<file path="src/rtl/auth_pkg.sv">
package auth_pkg;

    localparam int CMD_W    = 8;
    localparam int SECRET_W = 64;
    localparam int CHAL_W   = 64;
    localparam int ID_W     = 64;
    localparam int MSG_W    = 512;
    localparam int MAC_W    = 160;
    localparam int PAD_W    = MSG_W - SECRET_W - CHAL_W - ID_W;
    localparam int PAD_WORD_W = 32;

    localparam logic [PAD_WORD_W-1:0] PAD_WORD = 32'h6A09_E667;
    localparam logic [PAD_W-1:0]      PAD_BITS = {(PAD_W / PAD_WORD_W){PAD_WORD}};

    localparam logic [CMD_W-1:0] OP_LOAD_CHAL = 8'h0C;
    localparam logic [CMD_W-1:0] OP_MAC_DEVID = 8'h35;
    localparam logic [CMD_W-1:0] OP_MAC_ONES  = 8'h36;

    typedef enum logic [2:0] {
        PH_CMD,
        PH_CHAL,
        PH_ZERO,
        PH_READ,
        PH_IGNORE
    } phase_e;

    typedef enum logic [1:0] {
        OPK_CHAL,
        OPK_MAC_ONES,
        OPK_MAC_DEVID,
        OPK_UNKNOWN
    } op_kind_e;

    typedef struct packed {
        logic [SECRET_W-1:0] secret;
        logic [CHAL_W-1:0]   chal;
        logic [ID_W-1:0]     id_field;
        logic [PAD_W-1:0]    pad;
    } msg_t;

    function automatic op_kind_e classify_op(input logic [CMD_W-1:0] b);
        case (b)
            OP_LOAD_CHAL: return OPK_CHAL;
            OP_MAC_ONES:  return OPK_MAC_ONES;
            OP_MAC_DEVID: return OPK_MAC_DEVID;
            default:      return OPK_UNKNOWN;
        endcase
    endfunction

    function automatic logic is_compute(input op_kind_e k);
        return (k == OPK_MAC_ONES) || (k == OPK_MAC_DEVID);
    endfunction

endpackage

</file>
<file path="src/rtl/auth_chal_rx.sv">
module auth_chal_rx
    import auth_pkg::*;
#(
    parameter int W = CHAL_W
) (
    input  logic         clk,
    input  logic         rst,
    input  logic         shift_en,
    input  logic         commit_en,
    input  logic         bit_in,
    output logic [W-1:0] chal
);
    logic [W-2:0] stage;

    always_ff @(posedge clk) begin
        if (rst) begin
            stage <= '0;
            chal  <= '0;
        end else begin
            if (shift_en) begin
                stage <= {bit_in, stage[W-2:1]};
            end
            if (commit_en) begin
                chal <= {bit_in, stage};
            end
        end
    end
endmodule

</file>
<file path="src/rtl/auth_msg_build.sv">
module auth_msg_build
    import auth_pkg::*;
(
    input  logic                use_devid,
    input  logic [SECRET_W-1:0] secret,
    input  logic [CHAL_W-1:0]   chal,
    input  logic [ID_W-1:0]     dev_id,
    output msg_t                msg
);
    logic [ID_W-1:0] id_field;

    for (genvar i = 0; i < ID_W; i++) begin : g_id
        assign id_field[i] = use_devid ? dev_id[i] : 1'b1;
    end

    assign msg.secret   = secret;
    assign msg.chal     = chal;
    assign msg.id_field = id_field;
    assign msg.pad      = PAD_BITS;
endmodule

</file>
<file path="src/rtl/auth_mac_out.sv">
module auth_mac_out
    import auth_pkg::*;
#(
    parameter int W = MAC_W
) (
    input  logic         clk,
    input  logic         rst,
    input  logic         load,
    input  logic [W-1:0] load_val,
    input  logic         idx_clr,
    input  logic         rd_req,
    input  logic         rd_adv,
    output logic         rd_bit,
    output logic         rd_ack,
    output logic         rd_last
);
    localparam int IDX_W = $clog2(W);
    localparam logic [IDX_W-1:0] IDX_END = IDX_W'(W - 1);

    logic [W-1:0]     mac_q;
    logic [IDX_W-1:0] idx;

    assign rd_last = (idx == IDX_END);

    always_ff @(posedge clk) begin
        if (rst) begin
            mac_q  <= '0;
            idx    <= '0;
            rd_bit <= 1'b1;
            rd_ack <= 1'b0;
        end else begin
            if (load) begin
                mac_q <= load_val;
            end
            rd_ack <= rd_req;
            if (rd_req) begin
                rd_bit <= rd_adv ? mac_q[idx] : 1'b1;
            end
            if (idx_clr) begin
                idx <= '0;
            end else if (rd_adv && !rd_last) begin
                idx <= idx + 1'b1;
            end
        end
    end
endmodule

</file>
<file path="src/rtl/auth_mac_ctrl.sv">
module auth_mac_ctrl
    import auth_pkg::*;
#(
    parameter int ZERO_SLOTS = 8
) (
    input  logic                clk,
    input  logic                rst,
    input  logic                bus_rst,
    input  logic                wr_valid,
    input  logic                wr_bit,
    input  logic                rd_req,
    output logic                rd_bit,
    output logic                rd_ack,
    input  logic [SECRET_W-1:0] secret,
    input  logic [ID_W-1:0]     dev_id,
    output logic                hash_start,
    output logic [MSG_W-1:0]    hash_msg,
    input  logic                hash_done,
    input  logic [MAC_W-1:0]    hash_mac
);
    localparam int CNT_MAX = (CHAL_W > ZERO_SLOTS) ? CHAL_W : ZERO_SLOTS;
    localparam int CNT_W   = $clog2(CNT_MAX);
    localparam logic [CNT_W-1:0] CMD_LAST  = CNT_W'(CMD_W - 1);
    localparam logic [CNT_W-1:0] CHAL_LAST = CNT_W'(CHAL_W - 1);
    localparam logic [CNT_W-1:0] ZERO_LAST = CNT_W'(ZERO_SLOTS - 1);

    phase_e           state;
    logic [CNT_W-1:0] cnt;
    logic [CMD_W-2:0] cmd_sr;
    logic             busy;
    logic             primed;
    logic             id_sel;

    logic [CMD_W-1:0] cmd_byte;
    op_kind_e         kind;
    logic             bit_in;
    logic             cmd_done;
    logic             start_now;
    logic             chal_shift;
    logic             chal_commit;
    logic             rd_adv;
    logic             rd_last;
    logic [CHAL_W-1:0] chal;
    msg_t             msg;

    assign cmd_byte    = {wr_bit, cmd_sr};
    assign kind        = classify_op(cmd_byte);
    assign bit_in      = wr_valid && !bus_rst;
    assign cmd_done    = (state == PH_CMD) && bit_in && (cnt == CMD_LAST);
    assign start_now   = cmd_done && is_compute(kind);
    assign chal_shift  = (state == PH_CHAL) && bit_in;
    assign chal_commit = chal_shift && (cnt == CHAL_LAST) && primed;
    assign rd_adv      = (state == PH_READ) && rd_req && !bus_rst && !busy;

    always_ff @(posedge clk) begin
        if (rst) begin
            state      <= PH_CMD;
            cnt        <= '0;
            cmd_sr     <= '0;
            primed     <= 1'b0;
            id_sel     <= 1'b0;
            hash_start <= 1'b0;
        end else begin
            hash_start <= start_now;
            if (bus_rst) begin
                state <= PH_CMD;
                cnt   <= '0;
            end else begin
                case (state)
                    PH_CMD: if (wr_valid) begin
                        cmd_sr <= {wr_bit, cmd_sr[CMD_W-2:1]};
                        if (cnt == CMD_LAST) begin
                            cnt <= '0;
                            case (kind)
                                OPK_CHAL: state <= PH_CHAL;
                                OPK_MAC_ONES, OPK_MAC_DEVID: begin
                                    state  <= PH_ZERO;
                                    primed <= 1'b1;
                                    id_sel <= (kind == OPK_MAC_DEVID);
                                end
                                default: state <= PH_IGNORE;
                            endcase
                        end else begin
                            cnt <= cnt + 1'b1;
                        end
                    end
                    PH_CHAL: if (wr_valid) begin
                        if (cnt == CHAL_LAST) begin
                            cnt   <= '0;
                            state <= PH_IGNORE;
                        end else begin
                            cnt <= cnt + 1'b1;
                        end
                    end
                    PH_ZERO: if (wr_valid) begin
                        if (cnt == ZERO_LAST) begin
                            cnt   <= '0;
                            state <= PH_READ;
                        end else begin
                            cnt <= cnt + 1'b1;
                        end
                    end
                    PH_READ: if (rd_adv && rd_last) begin
                        state <= PH_IGNORE;
                    end
                    default: state <= PH_IGNORE;
                endcase
            end
        end
    end

    always_ff @(posedge clk) begin
        if (rst) begin
            busy <= 1'b0;
        end else if (start_now) begin
            busy <= 1'b1;
        end else if (hash_done) begin
            busy <= 1'b0;
        end
    end

    auth_chal_rx #(.W(CHAL_W)) u_chal (
        .clk       (clk),
        .rst       (rst),
        .shift_en  (chal_shift),
        .commit_en (chal_commit),
        .bit_in    (wr_bit),
        .chal      (chal)
    );

    auth_msg_build u_msg (
        .use_devid (id_sel),
        .secret    (secret),
        .chal      (chal),
        .dev_id    (dev_id),
        .msg       (msg)
    );

    assign hash_msg = msg;

    auth_mac_out #(.W(MAC_W)) u_out (
        .clk      (clk),
        .rst      (rst),
        .load     (hash_done),
        .load_val (hash_mac),
        .idx_clr  (start_now),
        .rd_req   (rd_req),
        .rd_adv   (rd_adv),
        .rd_bit   (rd_bit),
        .rd_ack   (rd_ack),
        .rd_last  (rd_last)
    );
endmodule

</file>
<file path="config.mk">
export PLATFORM = sky130hd
export DESIGN_NAME = auth_mac_ctrl
export DESIGN_NICKNAME = d
export VERILOG_FILES = /design/src/rtl/auth_pkg.sv /design/src/rtl/auth_chal_rx.sv /design/src/rtl/auth_msg_build.sv /design/src/rtl/auth_mac_out.sv /design/src/rtl/auth_mac_ctrl.sv
export SDC_FILE = /design/constraint.sdc
export NUM_CORES = 1
export LEC_CHECK = 0
export ABC_AREA = 1
export BUFFER_PORTS_ARGS = -buffer_cell sky130_fd_sc_hd__buf_2
export CAP_MARGIN = 20
export CELL_PAD_IN_SITES_DETAIL_PLACEMENT = 0
export CELL_PAD_IN_SITES_GLOBAL_PLACEMENT = 1
export CORE_AREA = 5 5 316 318
export DETAILED_ROUTE_END_ITERATION = 16
export DIE_AREA = 0 0 321 323
export GPL_ROUTABILITY_DRIVEN = 1
export PLACE_DENSITY = 0.48
export SKIP_CTS_REPAIR_TIMING = 1
export SYNTH_ARGS = -nofsm -noshare
export SYNTH_HDL_FRONTEND = slang
export SYNTH_SLANG_ARGS = --single-unit
</file>
<file path="constraint.sdc">
create_clock -name clk -period 2.1 [get_ports clk]
set_clock_uncertainty 0.15 [all_clocks]
set_input_delay 0.21 -clock clk [delete_from_list [all_inputs] [get_ports clk]]
set_output_delay 0.21 -clock clk [all_outputs]
set_load 0.01 [all_outputs]
</file>
==> flow_summary_export.csv <==
group,metric,value,unit
clock_network,clock-root-buffer,"clkbuf_16",
grt,grt_max_degree,56,
worst_setup_path,crit_fanout,6,
pwr,power_leakage,9.68,nW
placed_design,gp_congestion,0.711,
worst_setup_path,cp_common_cell,"buf_6",
grt,grt_pass1_vias,13900,
pwr,power.share.clock,48.5,%
logic_synthesis,synth_compound_area_share,15.7,%
pwr,combPwrFrac,10.2,%
clock_network,h-tree-depth,2,
drt,routedWlPerCell,15.2,µm
timing,fmax,451,MHz
worst_setup_path,crit_start,"cmd_sr[6]",
timing,fin_crit,2.22,ns
grt,grt_pass1_wl,85.2,mm
die,io_pins,810,
worst_setup_path,crit_family,"simple AND/OR/NAND/NOR gates",
logic_synthesis,yosys.area_share.simple,19.6,%
logic_synthesis,synth-xor-area-share,0.0537,%
worst_setup_path,cp-start-kind,"flip-flop",
placed_design,dp_worst_setup_slack,-0.394,ns
worst_setup_path,endpoint_kind,"flip-flop",
clock_network,cts_tree,"yes",
status,violations,"negative hold slack, negative setup slack",
logic_synthesis,synth_adder_area_share,0.307,%
timing,min_period_over_period,106,%
die,die_w,321,µm
logic_synthesis,netlist_top_cells_area,"dfxtp_1 (39%), buf_4 (18%), nor2_1 (8.4%)",
clock_network,clock_sinks,317,
pwr,vdd_drop_max,0.462,mV
logic_synthesis,yosysTopAreaCellShare,38.9,%
pwr,netSwitchingFraction,25.7,%
timing,rsz0062_at_grt,"true",
timing,final-hold-violation-count,2,
drt,drt_iter0_markers,544,
finish,fill_cells,10900,
die,start_util,16.9,%
worst_setup_path,path_cells,"nor2_4 -> nand3_2 -> or4_4 -> ha_4 -> inv_4 -> nor3_4 -> nor2_2 -> buf_6 -> buf_6 -> nand2_2 -> a21oi_1",
hold_path,min_delay_worst_endpoint,"u_out.mac_q[96]",
timing,slew_viol_final,0,
job,cap_violations,0,
logic_synthesis,synth_flop_cell,"dfxtp_1",
worst_setup_path,worst-r2r-cell-count,11,
timing,hold_slack,-0.0215,ns
logic_synthesis,synth_warnings,0,
clock_network,clkLatencyLatePin,0.57,ns
hold_path,holdPathStages,4,
clock_network,clk_pin_slew,0.07,ns
worst_setup_path,reg2reg_slack,-0.12,ns
die,rows,114,
logic_synthesis,synth_edf_count,0,
logic_synthesis,synth_area,0.0163,mm²
worst_setup_path,cp.arrival,2.52,ns
logic_synthesis,yosysTopAreaCell,"dfxtp_1",
pwr,power.switching,3.93,mW
timing,relSlewSlack,60.4,%
finish,syn2layout_area_growth,32.2,%
logic_synthesis,synthArstFlopShare,0,%
grt,track_usage,10.6,%
logic_synthesis,synth_mux_area_share,0,%
timing,worst_slack,-0.116,ns
hold_path,hold_class,"in2reg",
die,dieArea,0.104,mm²
worst_setup_path,crit_buf_inv,3,
worst_setup_path,reg2reg_to,"u_out.idx[2]",
worst_setup_path,required,2.41,ns
pwr,powerDensity,709,mW/mm²
grt,grt_antenna_before_repair,10,
drt,ant_nets,0,
timing,fin_tns_setup,-0.359,ns
logic_synthesis,synthCells,2223,
die,coreArea,0.0963,mm²
drt,dr.pass1.iters,5,
logic_synthesis,ys_seq_area_share,38.9,%
timing,tightest_slew,0.594,ns
hold_path,min_from,"hash_done",
logic_synthesis,syn_avg_cell_area,7.33,µm²
placed_design,numPortBuffers,361,
worst_setup_path,cp_slowest_stage_delay,0.56,ns
drt,routed_wirelength,60.8,mm
worst_setup_path,r2r_start,"cmd_sr[6]",
worst_setup_path,critical_path_class,"reg2reg",
status,status,"complete, but fails checks",
placed_design,dp.final_hpwl,44.9,mm
finish,nets,2992,
grt,grt-ovfl-total,0,
timing,setup_viol,6,
clock_network,cts_made_buffers,42,
worst_setup_path,crit_slowest_cell,"or4_4",
die,dieHeight,323,µm
logic_synthesis,synth_top_family_by_area,"buffers and inverters",
logic_synthesis,synth-seq-cells,317,
clock_network,clockBufferDepth,3,
drt,vias,14600,
pwr,p_seq_share,41.3,%
finish,drive_gt1_share,22.8,%
finish,mostFrequentLayoutCells,"nor2_1 (361), buf_2 (361), conb_1 (320)",
drt,remaining_drc_errors,0,
drt,via_per_inst,3.65,
pwr,internal_power,11.3,mW
logic_synthesis,yosys.cell_types.count,41,
-- registers in the layout (all words and copies together), names as in the netlist --
signal	cells
u_out.mac_q	160
u_chal.chal	64
u_chal.stage	63
u_out.idx	8
cmd_sr	7
cnt	6
state	3
busy	1
hash_start	1
id_sel	1
primed	1
u_out.rd_ack	1
u_out.rd_bit	1
-- how the worst max path moves through the flow --
stage	depth (start not counted)	slack, ns	to
after global placement	10	-0.32	u_out.idx[5]
after global routing	11	-0.20	u_out.idx[2]
after floorplan	9	0.05	u_out.idx[5]
after detailed placement	10	-0.39	u_out.idx[5]
after CTS	9	-0.30	u_out.idx[5]
final	11	-0.12	u_out.idx[2]
-- power groups by stage --
stage               registers (mW)  logic (mW)  clock network, mW
floorplan                     6.43        1.34                  0
global placement              6.44        1.28                  0
detailed placement            6.44        1.28                  0
CTS                           6.31        1.29               7.78
global route                  6.33        1.76               7.97
finish                        6.31        1.55               7.41
-- cells in the mapped netlist, types with 5 or more instances --
cell type / number
nor3_1: 6
inv_2: 6
inv_1: 142
nor2_2: 5
dfxtp_1: 317
clkbuf_1: 78
buf_4: 390
o21ai_0: 243
buf_2: 25
nand3_1: 103
nor2_1: 363
o21ai_1: 65
buf_6: 18
a21oi_1: 150
or2_2: 64
nand2_1: 184
o211ai_1: 24
-- cells by family (layout without fill, tap and decap cells) --
group,Yosys count,after routing
AND/OR/NAND/NOR,742,742
buffers and inverters,665,848
AO/OA/AOI/OAI,492,492
flip-flops,317,317
adder cells (fa/ha/maj),4,4
other,2,321
XOR/XNOR,1,1
-- through the flow --
stage,instances,total power [mW],util (%),area [µm²]
6_report,4001,15.3,22.4,21600
5_1_grt,4000,16.1,22.4,21600
4_1_cts,3818,15.4,20.4,19600
3_5_place_dp,3743,7.73,18.9,18200
3_3_place_gp,3743,7.72,18.9,18200
2_1_floorplan,2541,7.77,-,17500
-- final cells by class --
| class | instances | area, µm² | share of cell area, % |
|---|---|---|---|
| multi-input combinational | 1559 | 7080 | 32.8 |
| sequential | 317 | 6360 | 29.5 |
| timing repair buffer | 622 | 4520 | 20.9 |
| tap | 1276 | 1600 | 7.41 |
| clock buffer | 60 | 1240 | 5.75 |
| inverter | 151 | 594 | 2.76 |
| clock inverter | 15 | 174 | 0.807 |
| antenna | 1 | 2.50 | 0.0116 |
-- worst register-to-register path, stage by stage (launching register included) --
cell	delay, ns
dfxtp_2	0.33
nor2_4	0.11
nand3_2	0.09
or4_4	0.56
ha_4	0.30
inv_4	0.04
nor3_4	0.15
nor2_2	0.07
buf_6	0.14
buf_6	0.11
nand2_2	0.04
a21oi_1	0.03
-- layer usage --
| layer | GRT usage, % | up-vias | wire, µm |
|---|---|---|---|
| met5 | 0 | - | 27 |
| met2 | 19.3 | 526 | 30400 |
| met4 | 3.51 | 4 | 1860 |
| met1 | 12.2 | 6596 | 24400 |
| met3 | 2.72 | 104 | 4070 |
| li1 | - | 7382 | - |
No activity file was read; power rests on OpenSTA's default activity.
